## src/rtl/pwr_therm_pkg.sv

```systemverilog
package pwr_therm_pkg;
  // Bit positions the host software decodes in the control/status word.
  localparam int unsigned PD_BIT   = 0;
  localparam int unsigned TE_BIT   = 1;
  localparam int unsigned TRIP_BIT = 4;
  localparam int unsigned MIN_W    = TRIP_BIT + 1;
endpackage

```

## src/rtl/pwr_therm_sync.sv

```systemverilog
module pwr_therm_sync #(
  parameter int unsigned STAGES = 2
) (
  input  logic clk,
  input  logic rst,
  input  logic d,
  output logic q
);
  logic [STAGES-1:0] chain;

  generate
    for (genvar i = 0; i < STAGES; i++) begin : g_stage
      if (i == 0) begin : g_first
        always_ff @(posedge clk) begin
          if (rst) chain[0] <= 1'b0;
          else     chain[0] <= d;
        end
      end else begin : g_next
        always_ff @(posedge clk) begin
          if (rst) chain[i] <= 1'b0;
          else     chain[i] <= chain[i-1];
        end
      end
    end
  endgenerate

  assign q = chain[STAGES-1];
endmodule

```

## src/rtl/pwr_therm_regs.sv

```systemverilog
module pwr_therm_regs #(
  parameter int unsigned CTRL_W = 8
) (
  input  logic              clk,
  input  logic              rst,
  input  logic              wr_en,
  input  logic [CTRL_W-1:0] wr_data,
  output logic              pd_nxt,
  output logic              te_nxt,
  output logic              pd_q,
  output logic              te_q
);
  import pwr_therm_pkg::*;

  // Value each bit takes at the coming edge, shared with the trip logic.
  always_comb begin
    pd_nxt = pd_q;
    te_nxt = te_q;
    if (wr_en) begin
      pd_nxt = wr_data[PD_BIT];
      te_nxt = wr_data[TE_BIT];
    end
  end

  always_ff @(posedge clk) begin
    if (rst) begin
      pd_q <= 1'b0;
      te_q <= 1'b0;
    end else begin
      pd_q <= pd_nxt;
      te_q <= te_nxt;
    end
  end
endmodule

```

## src/rtl/pwr_therm_trip.sv

```systemverilog
module pwr_therm_trip (
  input  logic clk,
  input  logic rst,
  input  logic te_nxt,
  input  logic hot_s,
  output logic trip_nxt,
  output logic trip_q
);
  // Sticky latch: set by the synced flag while armed, cleared only by disarm.
  always_comb trip_nxt = te_nxt & (trip_q | hot_s);

  always_ff @(posedge clk) begin
    if (rst) trip_q <= 1'b0;
    else     trip_q <= trip_nxt;
  end
endmodule

```

## src/rtl/pwr_therm_ctrl.sv

```systemverilog
module pwr_therm_ctrl #(
  parameter int unsigned CTRL_W      = 8,
  parameter int unsigned SYNC_STAGES = 2
) (
  input  logic              clk,
  input  logic              rst,
  input  logic              wr_en,
  input  logic [CTRL_W-1:0] wr_data,
  input  logic              over_temp,
  output logic              out_disable,
  output logic [CTRL_W-1:0] status
);
  import pwr_therm_pkg::*;

  localparam logic [CTRL_W-1:0] LIVE_MASK =
    (CTRL_W'(1) << PD_BIT) | (CTRL_W'(1) << TE_BIT) | (CTRL_W'(1) << TRIP_BIT);
  localparam logic [CTRL_W-1:0] SPARE_MASK = ~LIVE_MASK;

  logic hot_s;
  logic pd_nxt, te_nxt, pd_q, te_q;
  logic trip_nxt, trip_q;
  logic [CTRL_W-1:0] status_nxt;

  pwr_therm_sync #(.STAGES(SYNC_STAGES)) u_sync (
    .clk(clk), .rst(rst), .d(over_temp), .q(hot_s)
  );

  pwr_therm_regs #(.CTRL_W(CTRL_W)) u_regs (
    .clk(clk), .rst(rst), .wr_en(wr_en), .wr_data(wr_data),
    .pd_nxt(pd_nxt), .te_nxt(te_nxt), .pd_q(pd_q), .te_q(te_q)
  );

  pwr_therm_trip u_trip (
    .clk(clk), .rst(rst), .te_nxt(te_nxt), .hot_s(hot_s),
    .trip_nxt(trip_nxt), .trip_q(trip_q)
  );

  always_comb begin
    status_nxt           = '0;
    status_nxt[PD_BIT]   = pd_nxt;
    status_nxt[TE_BIT]   = te_nxt;
    status_nxt[TRIP_BIT] = trip_nxt;
  end

  // Outputs registered from the next-state values so they move with the state.
  always_ff @(posedge clk) begin
    if (rst) begin
      out_disable <= 1'b0;
      status      <= '0;
    end else begin
      out_disable <= pd_nxt | trip_nxt;
      status      <= status_nxt;
    end
  end

  AST_PD_WRITE_DISABLES: assert property (@(posedge clk) disable iff (rst)
    (wr_en && wr_data[PD_BIT]) |=> (out_disable && status[PD_BIT]));
  AST_IDLE_RELEASES: assert property (@(posedge clk) disable iff (rst)
    (!status[PD_BIT] && !status[TRIP_BIT]) |-> !out_disable);
  AST_TRIP_DISABLES: assert property (@(posedge clk) disable iff (rst)
    status[TRIP_BIT] |-> out_disable);
  AST_COLD_WHEN_DISARMED: assert property (@(posedge clk) disable iff (rst)
    (!status[TE_BIT] && !(wr_en && wr_data[TE_BIT])) |=> !status[TRIP_BIT]);
  AST_TRIP_STICKY: assert property (@(posedge clk) disable iff (rst)
    (status[TRIP_BIT] && !(wr_en && !wr_data[TE_BIT])) |=> status[TRIP_BIT]);
  AST_TRIP_NEEDS_ARM: assert property (@(posedge clk) disable iff (rst)
    status[TRIP_BIT] |-> status[TE_BIT]);
  AST_SPARE_ZERO: assert property (@(posedge clk) disable iff (rst)
    (status & SPARE_MASK) == '0);
  AST_ARM_WRITE_READS_BACK: assert property (@(posedge clk) disable iff (rst)
    wr_en |=> (status[TE_BIT] == $past(wr_data[TE_BIT])));
endmodule

```

## config.mk

```make
export PLATFORM = sky130hd
export DESIGN_NAME = pwr_therm_ctrl
export DESIGN_NICKNAME = d
export VERILOG_FILES = /design/src/rtl/pwr_therm_pkg.sv /design/src/rtl/pwr_therm_sync.sv /design/src/rtl/pwr_therm_regs.sv /design/src/rtl/pwr_therm_trip.sv /design/src/rtl/pwr_therm_ctrl.sv
export SDC_FILE = /design/constraint.sdc
export NUM_CORES = 1
export LEC_CHECK = 0
export BUFFER_PORTS_ARGS = -buffer_cell sky130_fd_sc_hd__clkbuf_2
export CAP_MARGIN = 20
export CORE_AREA = 10 10 47 49
export CTS_BUF_LIST = sky130_fd_sc_hd__clkbuf_4
export CTS_CLUSTER_DIAMETER = 30
export DETAILED_ROUTE_END_ITERATION = 10
export DIE_AREA = 0 0 57 59
export GPL_TIMING_DRIVEN = 0
export SETUP_SLACK_MARGIN = 0.05
export SLEW_MARGIN = 20
export SYNTH_ARGS = -nofsm -noshare
export SYNTH_HDL_FRONTEND = slang
export SYNTH_SLANG_ARGS = --single-unit
```

## constraint.sdc

```tcl
create_clock -name clk -period 1.3 [get_ports clk]
set_input_delay 0.26 -clock clk [delete_from_list [all_inputs] [get_ports clk]]
set_output_delay 0.26 -clock clk [all_outputs]
set_load 0.1 [all_outputs]
```

==> results of run 1 <==
through the flow:
step	total power [µW]	instances	hold slack, ps	setup slack [ps]
CTS	535	56	225	41.4
floorplan	338	28	332	131
global placement	356	53	417	180
global route	555	56	240	54.4
finish	529	56	226	95.7
detailed placement	356	53	427	172
kinds of logic (layout without fill, tap and decap cells):
group | after synthesis | after routing | synth area share [%]
other | 1 | 5 | 1.55
AO/OA/AOI/OAI | 2 | 2 | 5.70
AND/OR/NAND/NOR | 5 | 5 | 9.84
flip-flops | 6 | 6 | 49.7
buffers and inverters | 8 | 20 | 24.9
multiplexers | 2 | 2 | 8.29
state kept, by name, summed over array words and instances, names as in the netlist:
signal	cells
u_sync.q	1
status	3
out_disable	1
u_sync.chain	1
layer usage:
layer	GRT usage, %	vias to the layer above	wire, µm
li1	-	95	-
met1	2.38	76	179
met2	4.19	10	238
met3	4.29	0	74
met4	2.01	0	0
met5	0	-	0
placed cells by master (no fill, tap or decap), drive strengths merged:
cell    Yosys  routed
o22ai       1       1
o21bai      1       1
conb        1       5
nor2        3       3
dfxtp       6       6
mux2i       2       2
clkbuf      0      10
buf         8      10
nor2b       2       2
cells in the mapped netlist, drive strengths merged:
library cell,number
buf,8
o21bai,1
mux2i,2
nor2,3
conb,1
dfxtp,6
nor2b,2
o22ai,1
worst register-to-register path, cell delays in order, from the launching register on:
cell and delay [ps]:
dfxtp_1 300, mux2i_1 230, o22ai_1 120
power groups by stage:
stage	logic [µW]	clock network [µW]	registers [µW]
floorplan	122	0	216
global placement	155	0	200
detailed placement	156	0	200
CTS	162	177	197
global route	169	189	197
finish	162	170	197
area by class of cell:
cell class              count  area share (%)
clock buffers               3            6.25
multi-input cells          14            21.2
well taps                  16            5.56
plain buffers               8            16.7
flip-flops and latches      6            33.3
repair buffers              9            17.0
worst paths after layout:
path	slack (ps)	start	to	cells after the start
worst max-delay path	100	status[4]$_SDFF_PP0_	status[4]	2
worst max register to register	510	status[1]$_SDFF_PP0_	out_disable$_SDFF_PP0_	2
worst min register to register	430	u_sync.chain[0]$_SDFF_PP0_	u_sync.q$_SDFF_PP0_	1
worst min-delay path	230	over_temp	u_sync.chain[0]$_SDFF_PP0_	2
what timing repair did:
action                                  4_1_cts  5_1_grt
resized for setup                             5        2
pin swaps                                     0        0
cloned                                        0        0
endpoints found under the setup margin        4        2
==> results by stage, run 1 <==
Run status:
- The run finished with clean final reports.

Setup path:
- In this design, the stage delay of the slowest critical-path cell is 330 ps.
- The worst setup path is launched from a flip-flop.
- On the critical path the largest part of the delay comes from buffers and inverters.
- The critical path goes through buf_4, buf_4.
- The sum of buffers and inverters on the critical path is 2.
- STA puts the critical path data required time at 1040 ps.
- The data arrival at the endpoint of the critical path is 940 ps.
- The cell with the biggest individual delay on the critical path is dfxtp_1.
- The setup path with the least slack is of type reg2out.
- The element type at the critical path end is an output port.
- The most numerous cell on the critical path is buf_4.
- In this run the worst path has a maximum fanout of 2.

STA:
- The final total negative setup slack is 0 ps.
- The share of the clock period used by the worst path is 92.6%.
- The final period demand of the worst path is 1200 ps.
- The final hold violation count is 0.
- The final number of max-transition violations was 0.
- Setup repair after global routing left no endpoint under its margin.
- The final-report setup violation count is 0.
- For this run, the top clock speed supported by timing is 0.830 GHz.
- The final setup skew is 2.39 ps.

Logic synthesis:
- The average size of a mapped cell is 10.1 µm².
- The post-synthesis cell area is 241 µm².
- Counting every instance in the synthesized netlist gives 24.
- The number of warnings issued by yosys is 0.
- Yosys attributes the largest share of cell area to dfxtp_1, buf_4, mux2i_1.
- The share of the yosys chip area belonging to registers is 49.7%.
- Yosys mapped the design onto 8 distinct sky130hd cell types.
- The synthesized design spends more area on one cell type than any other, namely dfxtp_1.
- The flip-flop and latch count after synthesis is 6.
- The share of the synthesized area in the top cell type is 49.7%.

Pwr:
- The share of total power dissipated in combinational logic is 30.7%.
- The share of total power consumed by net switching is 36.6%.
- The leakage power total is 0.000194 µW.
- The internal portion of total power is 335 µW.
- Sequential cells account for 37.3% of the total power.
- IR analysis of the VDD net gives a maximum drop of 0.629 mV.
- The power dissipated by switching net loads is 194 µW.
- In this run the power density over the cells is 1470 mW/mm².
- The clock network fraction of total power is 32.1%.

Routing:
- Before antenna repair, the detailed router went through 3 iterations.
- Wires add up to 491 µm.
- The via total after detailed routing is 181.
- Dividing the detail-routed via count by the number of cells gives 3.23.
- The number of DRC violations after detailed-routing iteration 0 is 2.
- The per-cell routed wire length is 8.77 µm.
- The remaining antenna violation count is 0.
- The DRC violations left is 0.

Layout:
- Summing all multi-input logic gate instances after layout gives 76.3 µm².
- The finished cells cover 360 µm².
- The number of antenna diodes in the final layout is 0.
- The core utilization of the finished layout is 25.7%.
- The total number of nets in the final design is 54.
- The share of post-route cells with drive strength above 1 is 50.0%.
- The fill cell instance count of the final layout is 158.
- The register area is 120 µm².
- Relative to the synthesized area, the layout overhead comes to 49.2%.

Global routing:
- The total overflow left after global routing is 0.
- The maximum number of pins on one net before global-route repair is 7.
- For this run, the total global-route usage over all layers was measured as 3.16%.
- The via count of the first global-routing pass is 193.
- The first global-routing pass estimated 752 µm of wire.
- The initial antenna violation count is 0.

Die:
- The vertical die dimension is 59 µm.
- The total area inside the core boundary comes to 0.00140 mm².
- The starting density of the core is 17.2%.
- The I/O pin count is 21.
- The initialized floorplan defines 14 standard-cell rows.
- The die area is 0.00336 mm².
- The die width is 57 µm.

Job:
- The number of max-capacitance violations reported is 0.

Clocking:
- The root buffer cell is clkbuf_4.
- The maximum buffer depth of the clock tree is 2.
- After clock tree synthesis, the clock-pin slew on the worst setup and hold paths is 40 ps.
- The number of sinks handled by clock tree synthesis is 6.
- Once the clock tree was built, the setup fixing pass inserted 0 buffers.
- The number of hold buffers added after CTS was 0.
- The level count of the clock H-tree is 1.
- The clock insertion delay at the later pin of the skew report is 240 ps.
- The clock tree from TritonCTS is built.
- The number of CTS-inserted buffers is 3.

Place:
- In this run the cell area measured after placement is 322 µm².
- The congestion estimate from routability-driven global placement came to 0.556.
- The number of input and output port buffers inserted is 9.

Hold path:
- The class of the tightest hold or removal check is in2reg.
No activity file was read; power rests on OpenSTA's default activity.
==> run 2: changes to the inputs <==
Settings changed: ABC_AREA set to 1.
==> results by stage, run 2 <==
Setup path:
- The launch point of the worst reg-to-reg path is status[0]$_SDFF_PP0_.
- Data on the critical path is required at its endpoint by 1040 ps.
- At the worst endpoint, the arrival time is 940 ps.
- The maximum net fanout on the critical path is 2.
- The worst setup path is captured at an output port.
- The critical path is of the reg2out type.
- The worst-case reg-to-reg path depth is 4.
- The reg-to-reg setup timing slack is 630 ps.
- The worst register-to-register path ends at out_disable$_SDFF_PP0_.
- The worst setup path is launched from a flip-flop.

Global routing:
- The via count of the first global-routing pass is 203.
- The global-route wire length before repair is 807 µm.
- The aggregate global-route resource usage is 3.46%.
- After global routing the overflow that remains totals 0.
- The maximum number of pins on one net before global-route repair is 6.
- The initial antenna violation count is 0.

Layout:
- The area growth from synthesis to layout is 42.1%.
- Cells with a size suffix above 1 make up 38.5% of the layout.
- In the final design database the tool counted 66 nets.
- More flip-flops sit in one register than any other, and that register is status.
- The core utilization of the finished layout is 27.1%.
- The register with the most flip-flops in the layout has 3 of them.
- After routing the design area is 380 µm².
- Leaving out fill and tap cells, the most frequent cell in the layout is buf_4.
- The number of diodes added for antenna fixing is 0.
- In the layout the commonest cells are buf_4, inv_1, nand2_1, dfxtp_1.

Logic synthesis:
- Of the total synthesized cell area, the portion taken by XOR and XNOR cells is 0%.
- The predominant post-synthesis flop cell is dfxtp_1.
- The flip-flop and latch count after synthesis is 6.
- The share of the synthesized area in the top cell type is 44.9%.
- The fraction of synthesis flops using an asynchronous set or reset pin is 0%.
- The portion of netlist area occupied by mux cells is 0%.
- The post-synthesis cell area is 268 µm².
- The synthesized netlist devotes 0% of its cell area to adder and majority cells.
- The area fraction in and, or, nand and nor cells after synthesis is 18.2%.
- After synthesis, the cell types taking the most area are dfxtp_1, buf_4, inv_1.
- The largest family of logic cells by synthesized area is buffers and inverters.
- The number of enable-type register cells in the synthesized netlist is 0.
- The biggest area contributor in the post-synthesis netlist is dfxtp_1.
- After synthesis, the netlist uses 9 different library cells.
- The number of warnings issued by yosys is 0.
- The gate count after technology mapping is 36.
- The average size of a mapped cell is 7.44 µm².
- Counting instances in the post-synthesis netlist gives the leading cell types as buf_4, inv_1, dfxtp_1, nand2_1, nor2_1.
- For this run, the register share of the synthesized area comes to 44.9%.
- The synthesized netlist devotes 1.87% of its cell area to compound gates.

Pwr:
- The power dissipated by switching net loads is 196 µW.
- The share of total power consumed by net switching is 37.1%.
- The power per standard cell area is 1390 mW/mm².
- The leakage power total is 0.000237 µW.
- The internal portion of total power is 333 µW.
- The clock network accounts for 31.6% of the total power.
- The relative contribution of sequential cells to total power is 37.3%.
- Per report_power, the combinational group accounts for 31.1% of the total.
- The design draws 530 µW.
- The largest voltage drop on the vdd net is 0.741 mV.

Clocking:
- After clock tree synthesis, the setup repair step added 0 buffers.
- The clock insertion delay at the later pin of the skew report is 240 ps.
- The number of sinks handled by clock tree synthesis is 6.
- The clock tree from TritonCTS is built.
- The root buffer cell is clkbuf_4.
- CTS built an H-tree with a depth of 1.
- The clock transition at the registers of the reported paths is 40 ps.
- The number of CTS-inserted buffers is 3.
- After clock tree synthesis, the flow added hold-fix buffers numbering 0.
- The clock passes through at most 2 buffers.

Place:
- Routability-driven placement finished with a final weighted congestion of 0.642.
- Detailed placement ended at an HPWL of 422 µm.
- The area after detailed placement is 348 µm².
- At the placement stage, the worst setup path has a slack of 186 ps.
- Port buffering added 9 buffers.

STA:
- Setup repair after global routing left no endpoint under its margin.
- The final hold violation count is 0.
- The final period demand of the worst path is 1200 ps.
- In the post-route analysis, the smallest setup slack over all paths is 104 ps.
- For the final database, setup skew stands at 1.64 ps.
- The share of the clock period used by the worst path is 92.0%.
- In the final timing run, aggregate negative setup slack is 0 ps.
- The final number of max-transition violations is 0.
- Setup violations remaining at the end of the flow were counted as 0.
- Derived from the worst setup path, the maximum achievable clock frequency is 0.836 GHz.

Die:
- The I/O pin count is 21.
- The die width is 57 µm.
- The die area is 0.00336 mm².
- The vertical die dimension is 59 µm.
- For this configuration, the core starts out at a cell density of 19.1%.
- The core box area is 0.00140 mm².
- After floorplanning, the core was divided into 14 placement rows.

Hold path:
- The instance count along the most critical hold path is 3.
- The startpoint identified for the worst hold timing path is over_temp.
- The tightest min-delay check is of the in2reg type.
- The hold path endpoint is u_sync.chain[0]$_SDFF_PP0_.

Routing:
- The detail route stage leaves a number of antenna-violating nets equal to 0.
- The length of the first detailed-routing pass in iterations is 1.
- The per-cell routed wire length is 7.10 µm.
- The detailed router placed 210 vias in this run.
- The detailed router finished its first iteration with 0 violations.
- Wires add up to 483 µm.
- Dividing the detail-routed via count by the number of cells gives 3.09.
- After detailed routing, the number of remaining DRC violations is 0.

Job:
- The tool flagged a number of max-cap violations equal to 0.

Run status:
- The flow ran to the end, and the final reports show no timing, DRC or antenna violations.
[run 2: stage by stage]
step	instances	hold slack, ps
after floorplan	40	329
after global placement	65	390
after detailed placement	65	395
after CTS	68	196
after global routing	68	225
final	68	203
[run 2: cells by family (layout without fill, tap and decap cells)]
logic type / count (synthesis) / in the layout
other: 1 / 5
AO/OA/AOI/OAI: 1 / 1
AND/OR/NAND/NOR: 12 / 12
buffers and inverters: 16 / 28
flip-flops: 6 / 6
[run 2: worst max path at each step]
stage / from / endpoint / slack (ps) / depth (start not counted)
2_1_floorplan: out_disable$_SDFF_PP0_ / out_disable / 130 / 0
3_3_place_gp: status[1]$_SDFF_PP0_ / status[1] / 190 / 2
3_5_place_dp: status[1]$_SDFF_PP0_ / status[1] / 190 / 2
4_1_cts: status[0]$_SDFF_PP0_ / status[0] / 50 / 2
5_1_grt: status[0]$_SDFF_PP0_ / status[0] / 50 / 2
6_report: status[0]$_SDFF_PP0_ / status[0] / 100 / 2
[run 2: area by class of cell]
type / count / area [µm²]
fill: 166 / 1020
sequential: 6 / 120
multi-input combinational: 18 / 72.6
buffer: 8 / 60.1
timing repair buffer: 9 / 55.1
inverter: 8 / 30.0
clock buffer: 3 / 22.5
tap: 16 / 20.0
[run 2: what timing repair did]
item / 4_1_cts / 5_1_grt
pin swaps: 0 / 0
cloned: 0 / 0
endpoints found under the setup margin: 4 / 3
gates resized for setup: 4 / 3
[run 2: per-layer routing]
metal  global-route usage, %  share of wire, %  up-vias
li1                        -                 -      121
met1                    2.51                36       76
met2                    4.50                45       11
met3                    4.51                17        2
met4                    3.02               1.7        0
met5                       0                 0        -
[run 2: worst max-delay path, cell delays in order (launching register included)]
cell	delay (ps)
dfxtp_1	320
buf_4	100
buf_4	270
[run 2: power by group through the flow]
stage | sequential (µW) | combinational (µW) | clock, µW
floorplan | 219 | 125 | 0
CTS | 198 | 165 | 175
global placement | 201 | 161 | 0
detailed placement | 201 | 161 | 0
finish | 198 | 165 | 167
global route | 199 | 173 | 187
==> run 3: changes to the inputs <==
Settings changed: CTS_BUF_LIST sky130_fd_sc_hd__clkbuf_4 to not set.
Clock period 1.3 ns to 1.5 ns, I/O delays scaled along.
==> results by stage, run 3 (same netlist as run 2, synthesis figures left out) <==
Global routing:
- The initial antenna violation count is 0.
- Entering global routing, the biggest net connects 6 pins.
- The global-route wire length before repair is 807 µm.
- The aggregate global-route resource usage is 3.46%.
- The remaining global-route overflow is 0.
- The via count of the first global-routing pass was 203.

Setup path:
- The largest single stage delay on the critical path is 440 ps.
- For this design, the slowest cell found on the critical path is clkbuf_2.
- The data required time of the critical path is 1200 ps.
- The maximum net fanout on the critical path is 2.
- STA classifies the critical path endpoint as an output port.
- Traced cell by cell, the critical path runs through buf_4, clkbuf_2.
- The worst register-to-register path ends at out_disable$_SDFF_PP0_.
- The launch point of the worst reg-to-reg path is status[0]$_SDFF_PP0_.
- The path type of the worst setup path is reg2out.
- The data arrival at the endpoint of the critical path is 1100 ps.
- The setup check on the worst reg-to-reg path leaves a slack of 830 ps.
- The worst-case reg-to-reg path depth is 4.
- The kind of launch point of the worst setup path is a flip-flop.

Pwr:
- The leakage power total is 0.000235 µW.
- Power spread over the standard cell area amounts to 1230 mW/mm².
- The largest voltage drop on the vdd net is 0.641 mV.

Routing:
- The via total after detailed routing is 210.
- The wire length on met2 is 215 µm.
- The per-cell routed wire length is 7.13 µm.
- After detailed routing, no signal wire sits above met4.
- The amount of wire on met3 after detailed routing is 86 µm.
- The length of the first detailed-routing pass in iterations is 1.
- The DRC violations left is 0.
- Using the TritonRoute via totals, the vias-per-cell ratio works out to 3.09.
- Wires add up to 485 µm.
- The remaining antenna violation count is 0.
- In this run, the number of DRC markers left after iteration 0 of detailed routing was 0.
- The detailed router put a total of 175 µm of wire on met1.

STA:
- Setup repair after global routing left no endpoint under its margin.
- After layout, the worst setup slack is 103 ps.
- The final number of max-transition violations was 0.
- The transition time of the tightest slew-check pin is 543 ps.
- The clock period could shrink to 1400 ps.
- The share of the clock period used by the worst path is 93.1%.
- The final hold violation count is 0.
- The worst hold slack across all endpoints is 243 ps.
- Summed over all failing endpoints, the final setup total negative slack is 0 ps.
- The relative max-transition margin is 63.9%.
- Setup violations remaining at the end of the flow were counted as 0.
- The final setup skew is 1.64 ps.
- Derived from the worst setup path, the maximum achievable clock frequency is 0.716 GHz.

Layout:
- The total number of nets in the final design is 66.
- The number of diodes added for antenna fixing is 0.
- The share of post-route cells with drive strength above 1 is 38.5%.
- The final standard cell area without fillers is 370 µm².
- The register with the most flip-flops is status.
- The area growth from synthesis to layout is 38.3%.
- The register with the most flip-flops in the layout has 3 of them.
- The finished layout holds 68 standard cells, fillers aside.
- The fill cell instance count of the final layout is 167.
- In the layout the commonest cells are inv_1, buf_4, clkbuf_2, nand2_1, dfxtp_1.

Die:
- The die area is 0.00336 mm².
- The die is 59 µm tall.
- The initial utilization of the core area, before any placement, comes to 19.1%.
- The die width is 57 µm.
- In this run the core area contains 14 standard-cell rows.
- The core box area is 0.00140 mm².
- 21 I/O pins were placed.

Hold path:
- The worst hold path passes through 3 cells.
- In this run the most critical hold path is launched from over_temp.
- The class of the tightest hold or removal check is in2reg.
- For hold timing, the worst endpoint is u_sync.chain[0]$_SDFF_PP0_.

Clocking:
- The number of hold buffers added after CTS was 0.
- The longest clock path from root to sink contains 2 buffers.
- In this run, post-CTS repair resized a total of 0 instances.
- The level count of the clock H-tree is 1.
- The clock insertion delay at the later pin of the skew report is 240 ps.
- The clock transition at the registers of the reported paths is 40 ps.
- In this run the clock root is driven by a clkbuf_4.
- The number of CTS-inserted buffers is 3.
- After clock tree synthesis, the setup repair step added 0 buffers.
- The number of sinks handled by clock tree synthesis is 6.
- The clock tree from TritonCTS is built.

Job:
- The tool flagged a number of max-cap violations equal to 0.

Place:
- The wire-length estimate of the detail-placed layout is 422 µm.
- The total placed cells including tap cells is 65.
- The worst slack at placement is 346 ps.
- The number of input and output port buffers inserted is 9.
- Routability-driven placement finished with a final weighted congestion of 0.642.
- The placed instances occupy a cell area of 348 µm².

Run status:
- The run finished with clean final reports.
## run 3: changes by cell type in the layout (fill, tap and decap cells not counted)
cell,previous run,this run
buf_4,11,8
buf_2,0,2
clkbuf_2,5,7
clkbuf_4,4,3
## run 3: stage by stage
stage / total power [µW] / utilization, %
final: 456 / 26.4
after global routing: 481 / 26.4
after CTS: 463 / 26.4
after detailed placement: 314 / 24.8
after global placement: 313 / 24.8
after floorplan: 298 / -
## run 3: layout make-up
cell class                 count  area [µm²]  share of cell area (%)
tap                           16        20.0                    5.41
buffer                         8        60.1                    16.2
multi-input combinational     18        72.6                    19.6
sequential                     6         120                    32.4
clock buffer                   3        22.5                    6.08
inverter                       8        30.0                    8.11
timing repair buffer           9        45.0                    12.2
## run 3: worst max-delay path, delay by kind of cell (launching register included)
kind / cells / cell delay [ps]
buffers and inverters: 2 / 540
DFF: 1 / 320
## run 3: how the worst max path moves through the flow
stage | from | to | slack [ps]
final | status[4]$_SDFF_PP0_ | status[4] | 100
after global routing | status[4]$_SDFF_PP0_ | status[4] | 60
after CTS | status[0]$_SDFF_PP0_ | status[0] | 80
after detailed placement | status[1]$_SDFF_PP0_ | status[1] | 350
after global placement | status[1]$_SDFF_PP0_ | status[1] | 350
after floorplan | out_disable$_SDFF_PP0_ | out_disable | 290
## run 3: layer usage
layer | GRT usage, % | up-vias
met4 | 3.02 | 0
met5 | 0 | -
met1 | 2.51 | 76
met3 | 4.51 | 2
li1 | - | 121
met2 | 4.50 | 11
## run 3: power by group
group | internal (µW) | total, µW | switching (µW)
clock | 90.3 | 145 | 54.8
combinational | 26.9 | 139 | 112
sequential | 169 | 171 | 2.72
total | 286 | 456 | 170
